--- config.mk ---
export PLATFORM = sky130hd
export DESIGN_NAME = mig_ctrl
export DESIGN_NICKNAME = d
export VERILOG_FILES = /design/src/rtl/mig_pkg.sv /design/src/rtl/mig_miss_cnt.sv /design/src/rtl/mig_hist_win.sv /design/src/rtl/mig_tgt_pick.sv /design/src/rtl/mig_ctrl.sv
export SDC_FILE = /design/constraint.sdc
export NUM_CORES = 1
export LEC_CHECK = 0
export BUFFER_PORTS_ARGS = -buffer_cell sky130_fd_sc_hd__clkbuf_2
export CAP_MARGIN = 20
export CORE_UTILIZATION = 55
export DETAILED_ROUTE_END_ITERATION = 6
export PLACE_DENSITY = 0.74
export SLEW_MARGIN = 40
export SYNTH_ARGS = -nofsm -noshare
export SYNTH_HDL_FRONTEND = slang
export SYNTH_SLANG_ARGS = --single-unit
--- constraint.sdc ---
create_clock -name clk -period 2.9 [get_ports clk]
set_input_delay 0.58 -clock clk [delete_from_list [all_inputs] [get_ports clk]]
set_output_delay 0.58 -clock clk [all_outputs]
set_load 0.01 [all_outputs]
--- src/rtl/mig_pkg.sv ---
package mig_pkg;

  // Where a destination came from
  typedef enum logic [1:0] {
    SRC_NONE  = 2'd0,
    SRC_MATCH = 2'd1,
    SRC_IDLE  = 2'd2
  } pick_src_e;

endpackage

--- src/rtl/mig_miss_cnt.sv ---
module mig_miss_cnt #(
  parameter int MISS_W = 16
) (
  input  logic              clk,
  input  logic              rst_n,
  input  logic              clr,
  input  logic              inc,
  input  logic [MISS_W-1:0] thr,
  output logic              sat_full
);

  logic [MISS_W-1:0] cnt_q, cnt_d;
  logic              cnt_en;

  always_comb begin
    cnt_en = clr | inc;
    cnt_d  = cnt_q;
    if (clr) begin
      cnt_d = '0;
    end else if (inc && (cnt_q != {MISS_W{1'b1}})) begin
      cnt_d = cnt_q + {{(MISS_W-1){1'b0}}, 1'b1};
    end
  end

  always_ff @(posedge clk or negedge rst_n) begin
    if (!rst_n) begin
      cnt_q <= '0;
    end else if (cnt_en) begin
      cnt_q <= cnt_d;
    end
  end

  assign sat_full = (cnt_q > thr);

endmodule

--- src/rtl/mig_hist_win.sv ---
module mig_hist_win #(
  parameter int WIN_LEN = 100,
  localparam int PW     = $clog2(WIN_LEN + 1)
) (
  input  logic          clk,
  input  logic          rst_n,
  input  logic          clr,
  input  logic          rec_en,
  input  logic          rec_bit,
  output logic [PW-1:0] pop,
  output logic [PW-1:0] fill,
  output logic          filled
);

  localparam logic [PW-1:0] LEN_V = PW'(WIN_LEN);
  localparam logic [PW-1:0] ONE_V = {{(PW-1){1'b0}}, 1'b1};

  logic [WIN_LEN-1:0] bits_q, bits_d;
  logic [PW-1:0]      pop_q, pop_d;
  logic [PW-1:0]      fill_q, fill_d;
  logic               win_en;
  logic               old_bit;

  assign old_bit = bits_q[WIN_LEN-1];
  assign win_en  = clr | rec_en;

  always_comb begin
    bits_d = bits_q;
    pop_d  = pop_q;
    fill_d = fill_q;
    if (clr) begin
      bits_d = '0;
      pop_d  = '0;
      fill_d = '0;
    end else if (rec_en) begin
      bits_d = {bits_q[WIN_LEN-2:0], rec_bit};
      // running miss total: add newcomer, drop the record leaving the far end
      pop_d  = pop_q + {{(PW-1){1'b0}}, rec_bit} - {{(PW-1){1'b0}}, old_bit};
      if (fill_q != LEN_V) begin
        fill_d = fill_q + ONE_V;
      end
    end
  end

  always_ff @(posedge clk or negedge rst_n) begin
    if (!rst_n) begin
      bits_q <= '0;
      pop_q  <= '0;
      fill_q <= '0;
    end else if (win_en) begin
      bits_q <= bits_d;
      pop_q  <= pop_d;
      fill_q <= fill_d;
    end
  end

  assign pop    = pop_q;
  assign fill   = fill_q;
  assign filled = (fill_q == LEN_V);

endmodule

--- src/rtl/mig_tgt_pick.sv ---
module mig_tgt_pick
  import mig_pkg::*;
#(
  parameter int NUM_CORES = 8,
  parameter int SELF_ID   = 0,
  localparam int CW       = $clog2(NUM_CORES)
) (
  input  logic                 match_hit,
  input  logic [CW-1:0]        match_core,
  input  logic [NUM_CORES-1:0] idle_mask,
  output pick_src_e            src,
  output logic [CW-1:0]        tgt
);

  logic [NUM_CORES-1:0] idle_cand;
  logic                 idle_any;
  logic [CW-1:0]        idle_idx;
  logic                 match_ok;

  always_comb begin
    idle_cand          = idle_mask;
    idle_cand[SELF_ID] = 1'b0;
    idle_any           = 1'b0;
    idle_idx           = '0;
    // scan downwards so the lowest set index is the last one kept
    for (int i = NUM_CORES - 1; i >= 0; i--) begin
      if (idle_cand[i]) begin
        idle_any = 1'b1;
        idle_idx = CW'(i);
      end
    end
  end

  assign match_ok = match_hit
                  && (match_core != CW'(SELF_ID))
                  && (int'(match_core) < NUM_CORES);

  always_comb begin
    src = SRC_NONE;
    tgt = '0;
    if (match_ok) begin
      src = SRC_MATCH;
      tgt = match_core;
    end else if (idle_any) begin
      src = SRC_IDLE;
      tgt = idle_idx;
    end
  end

endmodule

--- src/rtl/mig_ctrl.sv ---
module mig_ctrl
  import mig_pkg::*;
#(
  parameter int NUM_CORES = 8,
  parameter int SELF_ID   = 2,
  parameter int WIN_LEN   = 100,
  parameter int MISS_W    = 16,
  localparam int CW       = $clog2(NUM_CORES),
  localparam int PW       = $clog2(WIN_LEN + 1)
) (
  input  logic                 clk,
  input  logic                 rst_n,
  input  logic [MISS_W-1:0]    cfg_full_thr,
  input  logic [PW-1:0]        cfg_dens_thr,
  input  logic                 acc_valid,
  input  logic                 acc_miss,
  input  logic                 match_valid,
  input  logic                 match_hit,
  input  logic [CW-1:0]        match_core,
  input  logic [NUM_CORES-1:0] idle_mask,
  input  logic                 team_done,
  output logic                 mig_valid,
  output logic [CW-1:0]        mig_core,
  output logic                 tag_flush
);

  logic          sat_full;
  logic [PW-1:0] win_pop;
  logic [PW-1:0] win_fill;
  logic          win_filled;
  logic          dens_ok;
  logic          armed;
  logic          go;
  logic          win_clr;
  logic          rec_en;
  pick_src_e     pick_src;
  logic [CW-1:0] pick_tgt;

  logic          mv_q, mv_d;
  logic [CW-1:0] mc_q, mc_d;
  logic          fl_q, fl_d;

  mig_miss_cnt #(.MISS_W(MISS_W)) u_cnt (
    .clk      (clk),
    .rst_n    (rst_n),
    .clr      (team_done),
    .inc      (acc_valid & acc_miss),
    .thr      (cfg_full_thr),
    .sat_full (sat_full)
  );

  mig_hist_win #(.WIN_LEN(WIN_LEN)) u_win (
    .clk     (clk),
    .rst_n   (rst_n),
    .clr     (win_clr),
    .rec_en  (rec_en),
    .rec_bit (acc_miss),
    .pop     (win_pop),
    .fill    (win_fill),
    .filled  (win_filled)
  );

  mig_tgt_pick #(.NUM_CORES(NUM_CORES), .SELF_ID(SELF_ID)) u_pick (
    .match_hit  (match_hit),
    .match_core (match_core),
    .idle_mask  (idle_mask),
    .src        (pick_src),
    .tgt        (pick_tgt)
  );

  // two-stage gate: saturated cache, then miss density over a full history
  assign dens_ok = (cfg_dens_thr == '0) || (win_pop >= cfg_dens_thr);
  assign armed   = sat_full && win_filled && dens_ok;
  assign go      = !team_done && armed && match_valid && (pick_src != SRC_NONE);
  assign win_clr = team_done | go;
  assign rec_en  = sat_full && acc_valid && !win_clr;

  always_comb begin
    mv_d = go;
    mc_d = go ? pick_tgt : '0;
    fl_d = go | team_done;
  end

  always_ff @(posedge clk or negedge rst_n) begin
    if (!rst_n) begin
      mv_q <= 1'b0;
      mc_q <= '0;
      fl_q <= 1'b0;
    end else begin
      mv_q <= mv_d;
      mc_q <= mc_d;
      fl_q <= fl_d;
    end
  end

  assign mig_valid = mv_q;
  assign mig_core  = mc_q;
  assign tag_flush = fl_q;

endmodule

==> run metrics <==
RSZ-0062 raised after global routing no; die height roughly 110 um; Synth area leaders dfrtp_1, a22o_1, ha_1; initial DRC count 269; Main synth FF type dfrtp_1; synth-to-layout area growth 15.8%; Final min period between 2000 and 3000 ps; Vias/cell 6.01; FP Rows 38; cell count after synthesis between 500 and 600; critical path endpoint category flip-flop; Async S/R FF share, synth 100%; Ant. Diodes 0; I/O Buffers 44; Via Count 4378; most frequent cells after synthesis dfrtp_1, a22o_1, inv_1; worst path cell trace ha_1 > nand4_1 > or4_1 > o31a_1 > a21oi_4 > buf_12 > a22o_1; Min Hold Slack 153 ps; leading area contributor after synthesis dfrtp_1; Clk pin slew, worst setup/hold paths about 60 ps; syn_nets about 610; pre-CTS setup slack 34.7 ps; DR pass1 iterations 5; Hold Path Class in2async; Worst EP required 3240 ps; Setup Viol. Count Final 0; CORE AREA between 10000 and 15000 um^2; fin crit share roughly nine tenths; Stages on worst setup path 7; Slew Viols, Final 0; clk_lat worst skew between 400 and 500 ps; Mapped Area 6260 um^2; slowest stage cell, crit path or4_1; maximum vdd drop about 0.00051 V; most frequent cell after synthesis dfrtp_1; # IOs 46; CP max stage delay ~630 ps; pwr dens about 570 nW/um^2; Final Cell Area roughly 7300 um^2; Setup Skew 11.8 ps; f_max 0.385 GHz; Num CTS Buffers 17; Crit path max-delay family simple AND/OR/NAND/NOR gates; initial core utilization between 50% and 60%; Congestion Overflow GR 0; CTS tree built; Buf/Inv on CP 1; R2R cell count 7; CTS Hold Bufs 0; Final Hold Vio Count 0; slack of the worst reg-to-reg path ~300 ps; Worst Path Max Fanout 48; nets ~650; syn avg cell area about 12 um^2; critical path arrival just under 3000 ps; post-layout util 66.0%; placed cell area approximately 6700 um^2; initial antenna violation count 0; layout cells sized above 1 14.9%; Synth top area share between 50% and 60%; status finished, final reports clean; Die ar. ~12000 um^2; GRT Resource Usage Total about 22%; # DRC 0; H-tree Lvls 4; CTS Sinks ~140; vias in the first global route between 4000 and 5000; Worst Setup Start Kind flip-flop; Seq cells post-synth 135; worst setup margin 301 ps; largest net degree at the start of global routing 54; sequential cell area fraction in the yosys report a little over half; Routed WL 11800 um; Antenna Violating Nets Remaining 0; first-pass GRT wire length 20300 um; gpl congestion between 0.8 and 0.9; Crit Path Category reg2reg; Worst Tran Pin Value ~640 ps; Slew HR between 50 and 60%; Chip Width roughly 110 um; Synthesis Warnings 0; Post-synth EDFFs 0; Leak Pwr 3.57 nW; Setup TNS Final 0 ps; DR WL/cell between 15 and 20 um; CTS root buffer clkbuf_16; number of max-cap violations 0; distinct cell type count of the synthesized netlist 56; DP HPWL 7620 um; clk buf depth 2
==> where the power goes <==
part           total, W  switching [W]  internal (W)  leakage, nW
Combinational  0.000173       0.000113     0.0000596         1.40
Clock           0.00208       0.000755       0.00133        0.277
Sequential      0.00189     0.00000196       0.00189         1.88
==> layout make-up <==
type                       instances  area, um^2
timing repair buffer              54         398
clock inverter                     7        93.8
multi-input combinational        334        2590
sequential                       135        3380
clock buffer                      24         482
tap                              140         175
inverter                          35         131
fill                             809        3730
==> final timing paths <==
check | start | endpoint
max | u_cnt.cnt_q[15]$_DFFE_PN0P_ | u_win.bits_q[26]$_DFFE_PN0P_
min in group clk | match_core[2] | mig_core[2]$_DFF_PN0_
min | rst_n | u_win.bits_q[99]$_DFFE_PN0P_
max in group asynchronous | rst_n | u_win.pop[4]$_DFFE_PN0P_
min reg2reg | u_win.bits_q[41]$_DFFE_PN0P_ | u_win.bits_q[42]$_DFFE_PN0P_
max reg2reg | u_cnt.cnt_q[15]$_DFFE_PN0P_ | u_win.bits_q[26]$_DFFE_PN0P_
==> cell families after synthesis <==
kind of cell,share of synthesized area [%]
mux,0.480
compound gates,22.6
buf+inv,4.82
fa+ha+maj,6.91
simple gates,9.01
flops,54.0
xor+xnor,2.24
==> layer usage <==
metal  track usage, %  wire (um)  vias to the layer above  share of wire, %
met5                0          0                        -                 0
met4             7.92        109                        0              0.92
met3             6.34        447                       13               3.8
met2             35.4       5790                       96                49
met1             29.7       5440                     2178                46
li1                 -          -                     2091                 -
==> metrics by stage <==
step / total power, W / std cells
finish: 0.00415 / 729
floorplan: 0.00200 / 532
CTS: 0.00419 / 729
detailed placement: 0.00210 / 698
global placement: 0.00209 / 698
global route: 0.00429 / 729
==> repair_timing <==
item	4_1_cts	5_1_grt
buffers inserted	0	0
gates resized for setup	0	1
endpoints found under the setup margin	0	1
==> placed cells by master, fill, tap and decap left out, types with 4 or more instances in the layout <==
cell and n:
clkbuf_1 4, o21ai_0 14, ha_1 33, clkbuf_16 17
inv_1 35, clkbuf_2 43, a21oi_1 19, dfrtp_1 135
nand2_1 11, o2111ai_1 5, nor3_1 5, nand2b_1 4
nor2_1 27, and3_1 8, nand3_1 15, buf_12 8
nand4_1 9, xnor2_1 4, xor2_1 12, a22o_1 104
a21o_1 8, nor4_1 4
==> flip-flops by register name (all words and copies together) (netlist names) <==
name and cells:
u_win.bits_q 100, u_win.pop 7, mig_core 3, u_cnt.cnt_q 16, mig_valid 1, tag_flush 1, u_win.fill 7
==> worst reg2reg max path, delay by kind of cell, from the launching register on <==
kind / cells / cell delay (ps)
AND/OR/NAND/NOR: 2 / 830
adder cells (fa/ha/maj): 1 / 330
AO/OA/AOI/OAI: 3 / 710
flip-flops: 1 / 410
buffers and inverters: 1 / 260
No activity file was read; power rests on OpenSTA's default activity.
